--- src/rtl/vw_pkg.sv ---
package vw_pkg;

    typedef enum logic [1:0] {
        VW_COLD    = 2'd0,
        VW_WARMING = 2'd1,
        VW_WARM    = 2'd2
    } vw_state_e;

    typedef enum logic [1:0] {
        VW_W16  = 2'd0,
        VW_W32  = 2'd1,
        VW_W64  = 2'd2,
        VW_WRSV = 2'd3
    } vw_width_e;

    typedef enum logic {
        VW_SEL_32UP   = 1'b0,
        VW_SEL_64ONLY = 1'b1
    } vw_sel_e;

    typedef struct packed {
        logic valid;
        logic wide;
    } vw_req_t;

    // Reserved code is treated conservatively as the widest class.
    function automatic logic vw_is_wide(vw_width_e w, vw_sel_e s);
        logic r;
        case (w)
            VW_W16:  r = 1'b0;
            VW_W32:  r = (s == VW_SEL_32UP);
            VW_W64:  r = 1'b1;
            default: r = 1'b1;
        endcase
        return r;
    endfunction

endpackage

--- src/rtl/vw_classify.sv ---
module vw_classify
    import vw_pkg::*;
(
    input  logic       valid,
    input  logic [1:0] width,
    input  logic       cfg,
    output vw_req_t    req
);
    always_comb begin
        req.valid = valid;
        req.wide  = valid && vw_is_wide(vw_width_e'(width), vw_sel_e'(cfg));
    end

    // a 16-byte request is never classed wide
    always_comb begin
        if (valid && (width == 2'd0))
            a_r2_narrow_code: assert (!req.wide);
    end
endmodule

--- src/rtl/vw_timer.sv ---
module vw_timer #(
    parameter int unsigned LIMIT = 16
) (
    input  logic clk,
    input  logic rst,
    input  logic clear,
    input  logic step,
    output logic done
);
    localparam int unsigned CW = (LIMIT < 2) ? 1 : $clog2(LIMIT + 1);
    localparam logic [CW-1:0] LAST = CW'(LIMIT - 1);

    logic [CW-1:0] cnt;

    assign done = (cnt == LAST);

    always_ff @(posedge clk) begin
        if (rst || clear)
            cnt <= '0;
        else if (step)
            cnt <= done ? '0 : cnt + 1'b1;
    end

    // the count never passes its terminal value
    a_r5_timer_bound: assert property (@(posedge clk) disable iff (rst)
        cnt <= LAST);
endmodule

--- src/rtl/vw_fsm.sv ---
module vw_fsm
    import vw_pkg::*;
(
    input  logic      clk,
    input  logic      rst,
    input  vw_req_t   req,
    input  logic      warm_done,
    input  logic      idle_done,
    output logic      grant,
    output logic      stall,
    output vw_state_e state,
    output logic      warm_step,
    output logic      warm_clear,
    output logic      idle_step,
    output logic      idle_clear
);
    vw_state_e state_nx;
    logic      prev_wg;
    logic      throttled;
    logic      wide_gnt;

    assign throttled = (state != VW_WARM);

    always_comb begin
        grant    = req.valid && (!req.wide || !throttled || !prev_wg);
        stall    = req.valid && !grant;
        wide_gnt = req.wide && grant;
    end

    always_comb begin
        warm_step  = ((state == VW_COLD) && req.wide) || (state == VW_WARMING);
        warm_clear = !warm_step;
        idle_step  = (state == VW_WARM) && !req.wide;
        idle_clear = !idle_step;
    end

    always_comb begin
        state_nx = state;
        case (state)
            VW_COLD:    if (req.wide) state_nx = warm_done ? VW_WARM : VW_WARMING;
            VW_WARMING: if (warm_done) state_nx = VW_WARM;
            VW_WARM:    if (idle_step && idle_done) state_nx = VW_COLD;
            default:    state_nx = VW_COLD;
        endcase
    end

    always_ff @(posedge clk) begin
        if (rst) begin
            state   <= VW_COLD;
            prev_wg <= 1'b0;
        end else begin
            state   <= state_nx;
            prev_wg <= wide_gnt;
        end
    end

    a_r1_narrow_pass: assert property (@(posedge clk) disable iff (rst)
        (req.valid && !req.wide) |-> (grant && !stall));

    a_r3_cold_enter: assert property (@(posedge clk) disable iff (rst)
        (state == VW_COLD && req.wide) |=> (state != VW_COLD));

    a_r4_half_rate: assert property (@(posedge clk) disable iff (rst)
        (wide_gnt && state != VW_WARM) |=> !(wide_gnt && state != VW_WARM));

    a_r6_warm_full: assert property (@(posedge clk) disable iff (rst)
        (state == VW_WARM && req.valid) |-> grant);

    a_r9_exclusive: assert property (@(posedge clk) disable iff (rst)
        !(grant && stall) && (req.valid || (!grant && !stall)));

    a_r3_legal_state: assert property (@(posedge clk) disable iff (rst)
        state != 2'd3);
endmodule

--- src/rtl/vwarm_throttle.sv ---
module vwarm_throttle
    import vw_pkg::*;
#(
    parameter int unsigned WARM_CYCLES = 56000,
    parameter int unsigned IDLE_CYCLES = 2700000
) (
    input  logic       clk,
    input  logic       rst,
    input  logic       req_valid,
    input  logic [1:0] req_width,
    input  logic       wide_cfg,
    output logic       grant,
    output logic       stall,
    output logic [1:0] vec_state
);
    vw_req_t   req;
    vw_state_e st;
    logic warm_step, warm_clear, warm_done;
    logic idle_step, idle_clear, idle_done;

    vw_classify u_cls (
        .valid (req_valid),
        .width (req_width),
        .cfg   (wide_cfg),
        .req   (req)
    );

    vw_timer #(.LIMIT(WARM_CYCLES)) u_warm (
        .clk   (clk),
        .rst   (rst),
        .clear (warm_clear),
        .step  (warm_step),
        .done  (warm_done)
    );

    vw_timer #(.LIMIT(IDLE_CYCLES)) u_idle (
        .clk   (clk),
        .rst   (rst),
        .clear (idle_clear),
        .step  (idle_step),
        .done  (idle_done)
    );

    vw_fsm u_fsm (
        .clk        (clk),
        .rst        (rst),
        .req        (req),
        .warm_done  (warm_done),
        .idle_done  (idle_done),
        .grant      (grant),
        .stall      (stall),
        .state      (st),
        .warm_step  (warm_step),
        .warm_clear (warm_clear),
        .idle_step  (idle_step),
        .idle_clear (idle_clear)
    );

    assign vec_state = st;
endmodule

--- config.mk ---
export PLATFORM = sky130hd
export DESIGN_NAME = vwarm_throttle
export DESIGN_NICKNAME = d
export VERILOG_FILES = /design/src/rtl/vw_pkg.sv /design/src/rtl/vw_classify.sv /design/src/rtl/vw_timer.sv /design/src/rtl/vw_fsm.sv /design/src/rtl/vwarm_throttle.sv
export SDC_FILE = /design/constraint.sdc
export NUM_CORES = 1
export LEC_CHECK = 0
export ABC_AREA = 1
export CAP_MARGIN = 25
export CORE_UTILIZATION = 48
export DETAILED_ROUTE_END_ITERATION = 8
export DONT_BUFFER_PORTS = 1
export GPL_TIMING_DRIVEN = 0
export MAX_ROUTING_LAYER = met4
export PLACE_DENSITY = 0.71
export SYNTH_ARGS = -nofsm -noshare
export SYNTH_HDL_FRONTEND = slang
export SYNTH_SLANG_ARGS = --single-unit
--- constraint.sdc ---
create_clock -name clk -period 3.7 [get_ports clk]
set_input_delay 0.74 -clock clk [delete_from_list [all_inputs] [get_ports clk]]
set_output_delay 0.74 -clock clk [all_outputs]
set_load 0.01 [all_outputs]
# After elaboration in Yosys (flattened, before gate mapping)
# Index checks and enable logic that the tools add are counted.
[totals] latch_bits=0 ram_bits=0 reg_bits=41 memories=0 rom_bits=0 in_bits=6 output_inout_bits=4
[op_classes] n_shift=0 n_bitwise=1 eq_ne=9 n_lt_le_gt_ge=0 n_addsub=2 reduce_logical=21 div=0 n_mul=0 mux=8
[op_table] operator="adder 22 x 1 -> 22 bit (second input constant)" n=1
[op_table] operator="equality test 22 bit (second input constant)" n=1
[op_table] operator="two-way mux 22 bit" n=1
[op_table] operator="adder 16 x 1 -> 16 bit (second input constant)" n=1
[op_table] operator="equality test 16 bit (second input constant)" n=1
[op_table] operator="two-way mux 16 bit" n=1
[op_table] operator="two-way mux 2 bit" n=4
[op_table] operator="logical AND 1 bit" n=7
[op_table] operator="zero test 1 bit" n=6
[op_table] operator="case mux 2 bit (3 select lines)" n=1
[op_table] operator="logical OR 1 bit" n=5
[op_table] operator="equality test 2 x 1 -> 1 bit (second input constant)" n=2
[op_table] operator="zero test 2 bit" n=2
[op_table] operator="!= test 2 x 1 -> 1 bit (second input constant)" n=2
[op_table] operator="!= test 2 bit (second input constant)" n=2
[op_table] operator="AND reduction 3 bit" n=1
[op_table] operator="equality test 2 bit (second input constant)" n=1
[op_table] operator="case mux 1 bit (2 select lines)" n=1
[op_table] operator="NOT 1 bit" n=1

# Depth between registers and ports, before layout
[logic_depth] ltp_word=9 mapped_depth=11

# Hierarchy
# Synthesis repeated with hierarchy kept, for this count alone.
[unflattened] cells_unflattened=368 hier_area_um2=2492.4
[modules_own_cells] module="vw_timer at u_idle" cells_per_inst=204 area_per_inst_um2=1358.8 instances=1
[modules_own_cells] module="vw_timer at u_warm" cells_per_inst=129 area_per_inst_um2=913.4 instances=1
[modules_own_cells] module="vw_fsm" cells_per_inst=29 area_per_inst_um2=188.9 instances=1
[modules_own_cells] module="vw_classify" cells_per_inst=6 area_per_inst_um2=31.3 instances=1

# Least setup slack after synthesis
# OpenSTA, ideal clock, no wires.
[synth_path] kind="in2out" start="input wide_cfg" end="output grant" required_ns=2.960 path_slack_ns=1.653 path_stages=6 arrival_ns=1.307 cell_sequence="inv_1 -> nand2_1 -> nand2_1 -> nand2_2 -> nor2_1 -> nor2_1"
[synth_via] elab_chain_cells=7
[synth_lines] element="start: declaration" line_no="vwarm_throttle.sv:11" rtl="input logic wide_cfg,"
[synth_lines] element="NOT 1 bit" line_no="vw_pkg.sv:31" rtl="VW_W32: r = (s == VW_SEL_32UP);"
[synth_lines] element="case mux 1 bit (2 select lines)" line_no="vw_pkg.sv:29" rtl="case (w)"
[synth_lines] element="logical AND 1 bit" line_no="vw_classify.sv:11" rtl="req.wide = valid && vw_is_wide(vw_width_e'(width), vw_sel_e'(cfg));"
[synth_lines] element="zero test 1 bit" line_no="vw_fsm.sv:25" rtl="grant = req.valid && (!req.wide || !throttled || !prev_wg);"
[synth_lines] element="logical OR 1 bit (2 in a row)" line_no="vw_fsm.sv:25"
[synth_lines] element="logical AND 1 bit" line_no="vw_fsm.sv:25"
[synth_lines] element="end: declaration" line_no="vwarm_throttle.sv:12" rtl="output logic grant,"
# Every way passes these cells.

# Final worst setup path
[layout_path] start="register u_fsm.state[0]" end="output grant"
[layout_via] elab_chain_cells=5
[layout_lines] element="start: declaration" line_no="vw_fsm.sv:11" rtl="output vw_state_e state,"
[layout_lines] element="start signal: assignment" line_no="vw_fsm.sv:52" rtl="state <= state_nx;"
[layout_lines] element="!= test 2 bit" line_no="vw_fsm.sv:22" rtl="assign throttled = (state != VW_WARM);"
[layout_lines] element="zero test 1 bit" line_no="vw_fsm.sv:25"
[layout_lines] element="logical OR 1 bit (2 in a row)" line_no="vw_fsm.sv:25"
[layout_lines] element="logical AND 1 bit" line_no="vw_fsm.sv:25"
# Every way passes these cells.

==> impl_metrics.json <==
{
  "grt_max_degree": 13,
  "hold_ws_ns": 0.468,
  "required_ns": 2.96,
  "synth_area_per_cell_um2": 6.47,
  "p_seq_frac": 0.505,
  "antenna_found_initial": 0,
  "coreArea_um2": 4750,
  "dr.first_iter.drc_count": 179,
  "drt-pass1-iter-count": 4,
  "cts-buffers-inserted": 5,
  "path_cells": "nor2_2, inv_1, nand2_1, nor2_1, nor2_1",
  "wirelength_um": 4890,
  "p_int_uw": 688,
  "rsz0062_at_grt": "false",
  "critPathKind": "reg -> out",
  "ys_ff_latch": 41,
  "synth_edf_count": 0,
  "final.period_utilization": 0.575,
  "clk_path_buf_depth": 2,
  "p_leak_uw": 0.000915,
  "cpMaxStageDelayCell": "dfxtp_1",
  "worst_pin_slew_ns": 0.392,
  "path_max_fanout": 5,
  "max_stage_delay_ns": 0.49,
  "clock_power_share": 0.415,
  "slew_headroom": 0.737,
  "finalMaxSlewViolations": 0,
  "final_cell_mix": "95 x nand2_1, 82 x nor2_1, 44 x inv_1, 41 x dfxtp_1, 22 x nand3_1",
  "io_pins": 10,
  "drc_errors": 0,
  "cts_tree": "built",
  "hpwlAfterDp_um": 3750,
  "cts_root_buf": "clkbuf_8",
  "p_sw_uw": 213,
  "place.gp.congestion": 0.890,
  "final_hold_viol_count": 0,
  "grt_overflow_total": 0,
  "dpl-instance-area_um2": 2460,
  "yosys_warnings": 0,
  "cp-startpoint": "u_fsm.state[0]$_SDFFE_PP0P_",
  "crit_family": "simple AND/OR/NAND/NOR gates",
  "grt_use_total": 0.216,
  "placed_cells": 435,
  "yosysSeqAreaShare": 0.345,
  "dieArea_um2": 5250,
  "crit_buf_inv": 1,
  "hold_class": "reg -> reg",
  "worstSkewPairLatency_ns": 0.29,
  "yosys.cell_types.count": 34,
  "synthFlopType": "dfxtp_1",
  "netlist_area_um2": 2380,
  "arrival_ns": 1.39,
  "diodes": 0,
  "htree_levels": 2,
  "final-setup-viol-count": 0,
  "worst_setup_path_start_kind": "flip-flop",
  "clk_pin_slew_worst_paths_ns": 0.08,
  "powerDensity_nw_per_um2": 349,
  "fmax_ghz": 0.470,
  "endpoint_kind": "output pin",
  "hp-start": "u_idle.cnt[0]$_SDFFE_PP0N_",
  "maxCapViolCount": 0,
  "die_w_um": 72.4,
  "ir_drop_uv": 181,
  "period_needed_ns": 2.13,
  "final_cells": 443,
  "postCtsResizedCells": 0,
  "area_delta_synth_final_pct": 8.41,
  "clock-sinks": 41,
  "path_common_cell": "nor2_1",
  "ant_nets": 0,
  "post_cts_buffers": 0,
  "holdBufCountCts": 0,
  "clock-skew-final_ns": 0.00743,
  "num_vias": 2208,
  "row_count": 25,
  "first_global_vias": 2008,
  "final.setup.tns_ns": 0,
  "synth_cells": 368,
  "p_comb_frac": 0.080,
  "nNetsFinal": 383,
  "viasPerCell": 4.98,
  "portBuffers": 0,
  "fin_area_um2": 2580,
  "final_common_cell": "nand2_1",
  "syn-num-nets": 376,
  "status": "complete, no violations",
  "layout-drive-gt1-share": 0.117,
  "start_util": 0.501,
  "async_reset_ff_frac": 0,
  "p_sw_frac": 0.236,
  "die-height_um": 72.4,
  "grt_pass1_wl_um": 8780,
  "wl_per_cell_um": 11.0,
  "r2r_start": "u_idle.cnt[0]$_SDFFE_PP0N_"
}
## final timing paths
check	to	cells after the start	slack [ns]
worst min register to register	u_idle.cnt[0]$_SDFFE_PP0N_	1	0.47
worst max register to register	u_idle.cnt[16]$_SDFFE_PP0N_	10	2.01
worst min-delay path	u_idle.cnt[0]$_SDFFE_PP0N_	1	0.47
worst max-delay path	grant	5	1.57
## cells in the mapped netlist, types with 2 or more instances
cell,number,area share
xor2_1,5,0.018
nand3_1,22,0.046
nand2_2,7,0.018
nor2_2,10,0.026
nand2_1,95,0.15
nor2_1,82,0.13
nor2_4,3,0.014
a211oi_1,2,0.0063
nor3_1,9,0.019
a21oi_1,7,0.015
nand3_2,3,0.013
inv_1,44,0.069
inv_2,4,0.0063
nand4_1,10,0.026
nand3b_1,2,0.0063
nand2_4,2,0.0095
ha_1,2,0.011
nor3b_1,3,0.0095
dfxtp_1,41,0.34
## registers in the layout (all words and copies together), names as in the netlist
signal         flops
u_fsm.state        2
u_idle.cnt        22
u_warm.cnt        16
u_fsm.prev_wg      1
## layout make-up
class | instances | area (um^2)
multi-input cells | 277 | 1360
clock inverters | 1 | 30.0
inverters | 49 | 189
plain buffers | 1 | 11.3
well taps | 67 | 83.8
clock buffers | 7 | 86.3
fillers | 469 | 2170
flip-flops and latches | 41 | 821
## logic make-up after synthesis
group / synth area share
AO/OA/AOI/OAI: 0.0420
adder cells (fa/ha/maj): 0.0105
AND/OR/NAND/NOR: 0.497
buffers and inverters: 0.0841
flip-flops: 0.345
XOR/XNOR: 0.0221
## stage by stage
step	power (uW)	worst slack, ns	utilization
floorplan	522	1.65	-
global placement	537	1.60	0.518
detailed placement	539	1.60	0.518
CTS	912	1.56	0.543
global route	939	1.47	0.543
finish	901	1.57	0.543
## power groups by stage
stage | sequential [uW] | combinational [uW] | clock, uW
2_1_floorplan | 464 | 58.4 | 0
3_3_place_gp | 466 | 71.2 | 0
3_5_place_dp | 466 | 72.4 | 0
4_1_cts | 456 | 72.6 | 384
5_1_grt | 456 | 81.9 | 401
6_report | 455 | 72.1 | 373
## layer usage
layer | up-vias | wire (um) | track usage
met5 | - | 0 | -
met2 | 45 | 2070 | 0.305
li1 | 1170 | - | -
met3 | 7 | 214 | 0.0486
met1 | 986 | 2550 | 0.309
met4 | 0 | 57 | 0.0545
Note: power is estimated with default switching activity, not from simulation.
